$ cat src/rtl/ptl_pkg.sv
package ptl_pkg;

  // Per-pixel override code, {msb, lsb}
  typedef enum logic [1:0] {
    OVR_LIVE    = 2'b00,
    OVR_PATTERN = 2'b01,
    OVR_LOW     = 2'b10,
    OVR_HIGH    = 2'b11
  } ovr_e;

  // Select the bit sent for one pixel
  function automatic logic pick_bit(input logic live, input logic pat,
                                    input logic msb, input logic lsb);
    logic r;
    case (ovr_e'({msb, lsb}))
      OVR_LIVE:    r = live;
      OVR_PATTERN: r = pat;
      OVR_LOW:     r = 1'b0;
      default:     r = 1'b1;
    endcase
    return r;
  endfunction

  // Bit that makes the total count of ones odd
  function automatic logic odd_fill(input logic [63:0] v);
    return ~(^v);
  endfunction

endpackage

$ cat src/rtl/ptl_stretch.sv
module ptl_stretch #(
  parameter int NPIX = 22,
  parameter int HOLD = 24
) (
  input  logic            clk,
  input  logic            rst_n,
  input  logic [NPIX-1:0] raw,
  output logic [NPIX-1:0] held
);
  localparam int CW = $clog2(HOLD + 1);

  for (genvar g = 0; g < NPIX; g++) begin : g_pix
    logic [CW-1:0] cnt;
    logic          prev;

    always_ff @(posedge clk or negedge rst_n) begin
      if (!rst_n) begin
        cnt  <= '0;
        prev <= 1'b0;
      end else begin
        prev <= raw[g];
        if (raw[g] && !prev)
          cnt <= CW'(HOLD - 1);
        else if (cnt != '0)
          cnt <= cnt - 1'b1;
      end
    end

    assign held[g] = raw[g] | (cnt != '0);
  end
endmodule

$ cat src/rtl/ptl_frame_build.sv
module ptl_frame_build
  import ptl_pkg::*;
#(
  parameter int NPIX = 22
) (
  input  logic [NPIX-1:0] live,
  input  logic [NPIX-1:0] pat,
  input  logic [NPIX-1:0] msb,
  input  logic [NPIX-1:0] lsb,
  output logic [NPIX+1:0] word
);
  logic [NPIX-1:0] payload;
  logic            par;

  for (genvar g = 0; g < NPIX; g++) begin : g_sel
    assign payload[g] = pick_bit(live[g], pat[g], msb[g], lsb[g]);
  end

  always_comb begin
    par  = odd_fill(64'({1'b1, payload}));
    word = {1'b1, payload, par};
  end
endmodule

$ cat src/rtl/ptl_serializer.sv
module ptl_serializer #(
  parameter int W = 24
) (
  input  logic         clk,
  input  logic         rst_n,
  input  logic         load,
  input  logic [W-1:0] word,
  output logic         busy,
  output logic         sout
);
  localparam int CNTW = $clog2(W + 1);

  logic [W-1:0]    shreg;
  logic [CNTW-1:0] remain;

  always_ff @(posedge clk or negedge rst_n) begin
    if (!rst_n) begin
      shreg  <= '0;
      remain <= '0;
    end else if (load) begin
      shreg  <= word;
      remain <= CNTW'(W);
    end else if (remain != '0) begin
      shreg  <= {shreg[W-2:0], 1'b0};
      remain <= remain - 1'b1;
    end
  end

  assign busy = (remain != '0);
  assign sout = busy & shreg[W-1];
endmodule

$ cat src/rtl/ptl_tx.sv
module ptl_tx #(
  parameter int NPIX        = 22,
  parameter int HOLD_CYCLES = NPIX + 2
) (
  input  logic            clk,
  input  logic            rst_n,
  input  logic            frame_tick,
  input  logic [NPIX-1:0] pix_trig,
  input  logic [NPIX-1:0] force_msb,
  input  logic [NPIX-1:0] force_lsb,
  input  logic [NPIX-1:0] test_pat,
  output logic            ser_out
);
  localparam int FRAME_W = NPIX + 2;

  // Named internal events, observed by the checker
  logic [NPIX-1:0]    trig_held;
  logic [FRAME_W-1:0] frame_word;
  logic               frame_load;
  logic               link_busy;

  assign frame_load = frame_tick;

  ptl_stretch #(.NPIX(NPIX), .HOLD(HOLD_CYCLES)) u_stretch (
    .clk  (clk),
    .rst_n(rst_n),
    .raw  (pix_trig),
    .held (trig_held)
  );

  ptl_frame_build #(.NPIX(NPIX)) u_build (
    .live(trig_held),
    .pat (test_pat),
    .msb (force_msb),
    .lsb (force_lsb),
    .word(frame_word)
  );

  ptl_serializer #(.W(FRAME_W)) u_ser (
    .clk  (clk),
    .rst_n(rst_n),
    .load (frame_load),
    .word (frame_word),
    .busy (link_busy),
    .sout (ser_out)
  );
endmodule

$ cat config.mk
export PLATFORM = sky130hd
export DESIGN_NAME = ptl_tx
export DESIGN_NICKNAME = d
export VERILOG_FILES = /design/src/rtl/ptl_pkg.sv /design/src/rtl/ptl_stretch.sv /design/src/rtl/ptl_frame_build.sv /design/src/rtl/ptl_serializer.sv /design/src/rtl/ptl_tx.sv
export SDC_FILE = /design/constraint.sdc
export NUM_CORES = 1
export LEC_CHECK = 0
export BUFFER_PORTS_ARGS = -buffer_cell sky130_fd_sc_hd__buf_2
export CAP_MARGIN = 20
export CORE_MARGIN = 10
export CORE_UTILIZATION = 30
export CTS_CLUSTER_DIAMETER = 200
export DETAILED_ROUTE_END_ITERATION = 8
export MAX_ROUTING_LAYER = met4
export PLACE_DENSITY = 0.53
export SLEW_MARGIN = 40
export SYNTH_ARGS = -nofsm -noshare
export SYNTH_HDL_FRONTEND = slang
export SYNTH_SLANG_ARGS = --single-unit
$ cat constraint.sdc
create_clock -name clk -period 3 [get_ports clk]
set_input_delay 0.15 -clock clk [delete_from_list [all_inputs] [get_ports clk]]
set_output_delay 0.15 -clock clk [all_outputs]
set_load 0.01 [all_outputs]
* Word-level counts from Yosys, hierarchy flattened
Cells that the tools add are included.
** Word-level totals
- Bits in registers :: 161
- Input port bits :: 91
** Cells by class
- Add/sub/neg operators :: 23
- Eq/ne operators :: 44
- Mux-type cells :: 70
- Bitwise operators :: 24
- Reductions and logical operators :: 113
** Operator list (count)
- 5-bit 2-to-1 mux :: 46
- 5-bit nonzero test :: 23
- 5-bit by 1-bit subtractor with 5-bit output, second input constant :: 23
- 1-bit case mux with 3 select lines :: 22
- 64-bit XOR reduction :: 1
- 24-bit 2-to-1 mux :: 2
- 2-bit nonzero test :: 23
- 2-bit by 1-bit == test with 1-bit output, second input constant :: 22
- 2-bit == test, second input constant :: 22
- 2-bit logical NOT :: 22
- 1-bit logical AND :: 22
- 1-bit logical NOT :: 22
- 1-bit OR :: 22
- 1-bit bitwise AND :: 1
- 1-bit NOT :: 1

* Logic depth before layout (Yosys ltp)
Gate-level depths: netlist of run 1.
- Depth in word-level cells :: 6
- Mapped depth :: 11

* Cells and area by module
A second synthesis of run 1 with hierarchy kept.
** Unflattened totals
- Cells, all modules :: 772
- Area, all modules :: 8285.4 um2
** Modules (own cells, without submodules)
- ptl_stretch :: times used 1, cells each 553, area an instance 6252.2 um2, sequential area each 3303.2 um2
- ptl_serializer :: times used 1, cells each 128, area an instance 1355.0 um2, sequential area each 725.7 um2
- ptl_frame_build :: times used 1, cells each 91, area an instance 678.2 um2, sequential area each 0.0 um2

* Worst setup path after synthesis of run 1
OpenSTA, ideal clock, no wires.
- Path kind :: register to register
- From :: register u_stretch.g_pix[7].cnt[0]
- To :: register u_ser.shreg[0]
- Arrival time :: 2.202 ns
- Required time :: 2.868 ns
- Slack :: 0.666 ns
- Stages on the path, launching flop included :: 11
- Path buffers :: 0
- Cells stage by stage :: dfrtp_1 inv_1 ha_1 or4b_4 nor2_1 o31ai_1 xnor3_2 xnor2_1 xnor2_1 xnor2_1 mux2i_1
** On the way
- Cells in the longest elaborated chain, start to end :: 6
** Ends and longest elaborated chain
- start, declared :: line ptl_stretch.sv:13 : logic [CW-1:0] cnt;
- start signal, assigned :: line ptl_stretch.sv:23 : cnt <= CW'(HOLD - 1);
- start signal, assigned :: line ptl_stretch.sv:25 : cnt <= cnt - 1'b1;
- 5-bit nonzero test :: line ptl_stretch.sv:29 : assign held[g] = raw[g] | (cnt != '0);
- 1-bit OR :: line ptl_stretch.sv:29
- 1-bit case mux with 3 select lines :: line ptl_pkg.sv:15 : case (ovr_e'({msb, lsb}))
- 64-bit XOR reduction :: line ptl_pkg.sv:26 : return ~(^v);
- 1-bit NOT :: line ptl_pkg.sv:26
- 24-bit 2-to-1 mux :: line ptl_serializer.sv:20 : end else if (load) begin
- end signal, assigned :: line ptl_serializer.sv:21 : shreg <= word;
- end signal, assigned :: line ptl_serializer.sv:24 : shreg <= {shreg[W-2:0], 1'b0};
- end, declared :: line ptl_serializer.sv:13 : logic [W-1:0] shreg;
Every way passes these cells.
A chain may end at the register's enable or synchronous reset.

* Worst setup path in the final report of run 1
- From :: register u_stretch.g_pix[8].cnt[0]
- To :: register u_ser.shreg[0]
** On the way
- Cells in the longest elaborated chain, start to end :: 6
** Ends and longest elaborated chain (line)
- start, declared :: ptl_stretch.sv:13
- start signal, assigned :: ptl_stretch.sv:23
- start signal, assigned :: ptl_stretch.sv:25
- 5-bit nonzero test :: ptl_stretch.sv:29
- 1-bit OR :: ptl_stretch.sv:29
- 1-bit case mux with 3 select lines :: ptl_pkg.sv:15
- 64-bit XOR reduction :: ptl_pkg.sv:26
- 1-bit NOT :: ptl_pkg.sv:26
- 24-bit 2-to-1 mux :: ptl_serializer.sv:20
Every way passes these cells.

==> results of run 1 <==
-- cells by family after synthesis --
group,Yosys count,synth area share
compound gates,152,0.110
fa+ha+maj,46,0.0683
flops,161,0.478
mux,30,0.0364
buf+inv,84,0.0376
simple gates,305,0.192
xor+xnor,72,0.0783
-- routing by layer --
metal	up-vias	track usage	routed length (um)
li1	3155	-	-
met1	2915	0.133	8660
met2	57	0.168	8370
met3	12	0.0232	404
met4	0	0.0295	187
met5	-	-	0
-- final cells by class --
class,instances,area share
Inverter,70,0.0258
Clock buffer,19,0.0434
Sequential cell,161,0.395
Multi-Input combinational cell,605,0.401
Timing Repair Buffer,124,0.0764
Clock inverter,13,0.0126
Tap cell,378,0.0464
-- where the power goes --
group          total [mW]  internal (mW)  leakage (nW)  switching, mW
Combinational        1.91          0.972          2.47          0.938
Clock                2.10           1.18         0.268          0.925
Sequential           3.38           2.80          1.82          0.587
Total                7.40           4.95          4.56           2.45
-- metrics by stage --
step	cell area [um2]	total power, mW	utilization	hold slack, ps	cells
finish	10200	7.40	0.367	92.4	1370
global route	10200	8.04	0.367	111	1370
CTS	10200	7.53	0.367	75.3	1370
detailed placement	9400	5.32	0.338	215	1315
global placement	9400	5.27	0.338	224	1315
floorplan	8430	4.78	-	-146	850
-- worst register-to-register path: stages (launching register included) --
cell	delay, ps
dfrtp_1	360
inv_1	80
ha_1	240
or4b_4	250
nor2_2	40
o31ai_1	480
xnor3_2	540
xnor2_1	230
xnor2_1	170
xnor2_1	140
mux2i_1	80
-- state kept, by name, indices dropped and copies added (netlist names) --
signal	cells
u_stretch.g_pix.prev	22
u_ser.remain	5
u_ser.shreg	24
u_stretch.g_pix.cnt	110
-- timing repair --
item | 4_1_cts | 5_1_grt
setup buffers | 0 | 0
hold buffers | 23 | 0
hold endpoints to repair | 99 | 0
-- path summary, 6_finish.rpt --
path                                           startpoint                        to  slack [ps]  cells after the start
worst max-delay path            u_stretch.g_pix[8].cnt[0]            u_ser.shreg[0]         250                     10
worst min-delay path                         force_msb[2]            u_ser.shreg[3]          90                      4
worst max register to register  u_stretch.g_pix[8].cnt[0]            u_ser.shreg[0]         250                     10
worst min register to register            u_ser.shreg[23]           u_ser.shreg[23]         480                      1
max in group asynchronous                           rst_n  u_stretch.g_pix[11].prev        1850                      3
min in group asynchronous                           rst_n   u_stretch.g_pix[9].prev         320                      2
-- cells in the mapped netlist (11+ instances only) --
library cell  count  area, um2
a21oi_1          23        115
and2_1           12       75.1
dfrtp_1         161       4030
ha_1             46        576
inv_1            70        263
mux2i_1          25        250
nand2_1         114        428
nand2b_1         13       81.3
nor2_1           62        233
nor2b_1          12       75.1
nor3_1           21        105
nor4_1           11       68.8
o21ai_0          80        400
o31ai_1          16        120
or3_1            13       81.3
or4b_1           11        110
xnor2_1          47        412
xor2_1           23        201
==> flow_summary.yaml, run 1 <==
cts:
  cts_tree: "built"
  clockRootBuffer: "clkbuf_16"
  clock_sinks: 161
  htree_levels: 4
  ctsResizeCount: 0
  max-clock-path-buffers: 2
  clock_latency_ps: 420
  cts.clk_slew.worst_paths_ps: 70
  cts_buffers: 17
synth:
  ys_ff_latch: 161
  synth_nets: 987
  synth_cell_types: 44
  synth_flop_cell: "dfrtp_1"
  syn-mean-instance-area_um2: 9.91
  seq_area_frac_synth: 0.478
  synth-edff-count: 0
  synthCells: 850
  ys_warn_count: 0
  synthArstFlopShare: 1.00
  syn-cell-area_um2: 8430
sta:
  timing.fmax_mhz: 364
  finalSetupTns_ps: 0
  fin_crit_ps: 2750
  timing.final.ws_setup_ps: 253
  drv_slew: 0
  finalClockSkew_ps: 11.6
  finalSetupViolations: 0
  slew_headroom: 0.470
  fin_crit_sh: 0.916
  hold_viol: 0
  rsz0062_at_grt: "no"
  worst_pin_slew_ps: 795
grt:
  grt_pass1_wl_um: 30300
  antenna_found_initial: 0
  grt_pass1_vias: 6334
  grt_max_degree: 70
  grt_usage: 0.106
  grt.overflow.total: 0
final_layout:
  fin_nets: 1116
  drive_gt1_frac: 0.161
  areaGrowthSynthToFinish_pct: 21.1
  nFillCells: 2839
  regArea_um2: 4030
  multi_input_comb_area_um2: 4090
  mostFrequentLayoutCell: "dfrtp_1"
  layout_common_cells: "161 x dfrtp_1, 114 x nand2_1, 90 x buf_2, 80 x o21ai_0, 70 x inv_1"
  antenna_cells: 0
critical_path:
  endpoint_kind: "register"
  start_kind: "register"
  crit_slowest_cell: "xnor3_2"
  path_class: "register to register"
  crit_chain: "inv_1 -> ha_1 -> or4b_4 -> nor2_2 -> o31ai_1 -> xnor3_2 -> xnor2_1 -> xnor2_1 -> xnor2_1 -> mux2i_1"
  crit_top_cell: "xnor2_1"
  worstPathRequired_ps: 3270
  worst-path-buf-inv: 1
  arrival_ps: 3010
  crit_fanout: 4
  critPathMaxStageDelay_ps: 530
  cpLargestDelayFamily: "XOR/XNOR gates"
route:
  wl_um: 17600
  first_pass_iters: 4
  drt-initial-drc-count: 284
  route.detailed.drc: 0
  ant_nets: 0
  num_vias: 6139
  drt-vias-per-instance: 4.48
  routedWlPerCell_um: 12.9
place:
  globalplace.congestion: 0.790
  io_buffers: 91
  pre_cts_ws_ps: 303
  hpwl_um: 12900
power_and_ir_drop:
  power.leakage_nw: 4.56
  irDropWorstVdd_mv: 0.324
  cellPowerDensity_nw_per_um2: 725
die:
  start_util: 0.303
  ios: 92
  die_h_um: 188
  core_um2: 27800
  die-area_um2: 35200
  rows: 61
  dieWidth_um: 188
outcome:
  status: "finished, final reports clean"
flow_run:
  maxCapViolations: 0
hold_path:
  hp-class: "input port to register"
Note: power is estimated with default switching activity, not from simulation.
==> inputs of run 2 (changes only) <==
PLACE_DENSITY = not set   (was 0.53)
PLACE_DENSITY_LB_ADDON = 0.1   (was not set)
==> flow_summary.yaml, run 2 (same netlist as run 1, synthesis figures left out) <==
critical_path:
  crit_fanout: 4
  crit_slowest_cell: "o31ai_1"
  critPathMaxStageDelay_ps: 650
  crit_top_cell: "xnor2_1"
  crit_chain: "inv_1 -> ha_1 -> or4b_4 -> nor2_1 -> o31ai_1 -> xnor3_2 -> xnor2_1 -> xnor2_1 -> xnor2_1 -> mux2i_1"
  endpoint_kind: "register"
  arrival_ps: 3080
  start_kind: "register"
  worst-path-buf-inv: 1
  worstPathRequired_ps: 3290
  cpLargestDelayFamily: "XOR/XNOR gates"
  path_class: "register to register"
route:
  routedWlPerCell_um: 12.9
  wl_um: 17800
  drt-vias-per-instance: 4.44
  first_pass_iters: 6
  num_vias: 6091
  drt-initial-drc-count: 354
  route.detailed.drc: 0
  ant_nets: 0
hold_path:
  hp-class: "input port to register"
cts:
  cts.clk_slew.worst_paths_ps: 70
  hold_buffers: 23
  max-clock-path-buffers: 2
  cts_tree: "built"
  cts_buffers: 17
  clock_latency_ps: 430
  clock_sinks: 161
  clockRootBuffer: "clkbuf_16"
  cts_setup_buffers: 0
  htree_levels: 4
  ctsResizeCount: 0
place:
  io_buffers: 91
  hpwl_um: 12800
  globalplace.congestion: 0.757
  placed_cells: 1318
final_layout:
  fin_cells: 1373
  areaGrowthSynthToFinish_pct: 21.8
  layout_common_cells: "161 x dfrtp_1, 114 x nand2_1, 89 x buf_2, 80 x o21ai_0, 70 x inv_1"
  final_util: 0.369
  drive_gt1_frac: 0.163
  antenna_cells: 0
  regMostFlops: "u_stretch.g_pix.cnt"
  fin_nets: 1119
  mostFrequentLayoutCell: "dfrtp_1"
  largest_reg_flops: 110
  reg_top3: "u_stretch.g_pix.cnt: 110 flops, u_ser.shreg: 24 flops, u_stretch.g_pix.prev: 22 flops"
die:
  die_h_um: 188
  ios: 92
  rows: 61
  dieWidth_um: 188
  core_um2: 27800
  start_util: 0.303
  die-area_um2: 35200
sta:
  whs_ps: 102
  rsz0062_at_grt: "no"
  fin_crit_sh: 0.929
  slew_headroom: 0.465
  fin_crit_ps: 2790
  worst_pin_slew_ps: 796
  timing.fmax_mhz: 359
  drv_slew: 0
  finalSetupTns_ps: 0
  finalSetupViolations: 0
  hold_viol: 0
  finalClockSkew_ps: 12.9
grt:
  antenna_found_initial: 0
  grt.overflow.total: 0
  grt_usage: 0.107
  grt_pass1_wl_um: 30400
  grt_max_degree: 68
  grt_pass1_vias: 6246
power_and_ir_drop:
  total_power_mw: 7.50
  irDropWorstVdd_mv: 0.363
  cellPowerDensity_nw_per_um2: 731
  power.leakage_nw: 4.60
outcome:
  status: "finished, final reports clean"
flow_run:
  maxCapViolations: 0
==> run 2: path summary, 6_finish.rpt <==
check | start | slack, ps | cells after the start | end
max | u_stretch.g_pix[7].cnt[0] | 210 | 10 | u_ser.shreg[0]
min | force_lsb[1] | 100 | 4 | u_ser.shreg[2]
max reg2reg | u_stretch.g_pix[7].cnt[0] | 210 | 10 | u_ser.shreg[0]
min reg2reg | u_ser.shreg[23] | 480 | 1 | u_ser.shreg[23]
max in group asynchronous | rst_n | 2020 | 3 | u_ser.shreg[15]
min in group asynchronous | rst_n | 230 | 2 | u_stretch.g_pix[2].cnt[4]
==> run 2: routing by layer <==
layer  vias to the layer above  global-route usage  part of all wire
li1                       3175                   -                 -
met1                      2827               0.137              0.50
met2                        76               0.163              0.46
met3                        13              0.0237             0.026
met4                         0              0.0345             0.013
met5                         -                   -                 0
==> run 2: cell type report <==
| cell class | count | area [um2] |
|---|---|---|
| fill | 2791 | 17500 |
| multi-input combinational | 605 | 4090 |
| sequential | 161 | 4030 |
| timing repair buffer | 127 | 817 |
| tap | 378 | 473 |
| clock buffer | 20 | 447 |
| inverter | 70 | 263 |
| clock inverter | 12 | 148 |
==> run 2: per-stage QoR <==
step	area, um2	setup WS [ps]
2_1_floorplan	8430	666
3_3_place_gp	9440	242
3_5_place_dp	9440	212
4_1_cts	10300	191
5_1_grt	10300	25.4
6_report	10300	212
==> run 2: worst register-to-register path, cell delays in order, from the launching register on <==
cell,delay (ps)
dfrtp_1,370
inv_1,80
ha_1,230
or4b_4,240
nor2_1,50
o31ai_1,650
xnor3_2,490
xnor2_1,200
xnor2_1,150
xnor2_1,130
mux2i_1,80
==> run 2: report_power, final <==
part / switching (mW) / total [mW] / leakage [nW] / internal (mW)
Clock: 0.958 / 2.23 / 0.291 / 1.27
Sequential: 0.575 / 3.37 / 1.82 / 2.80
Combinational: 0.928 / 1.90 / 2.49 / 0.976
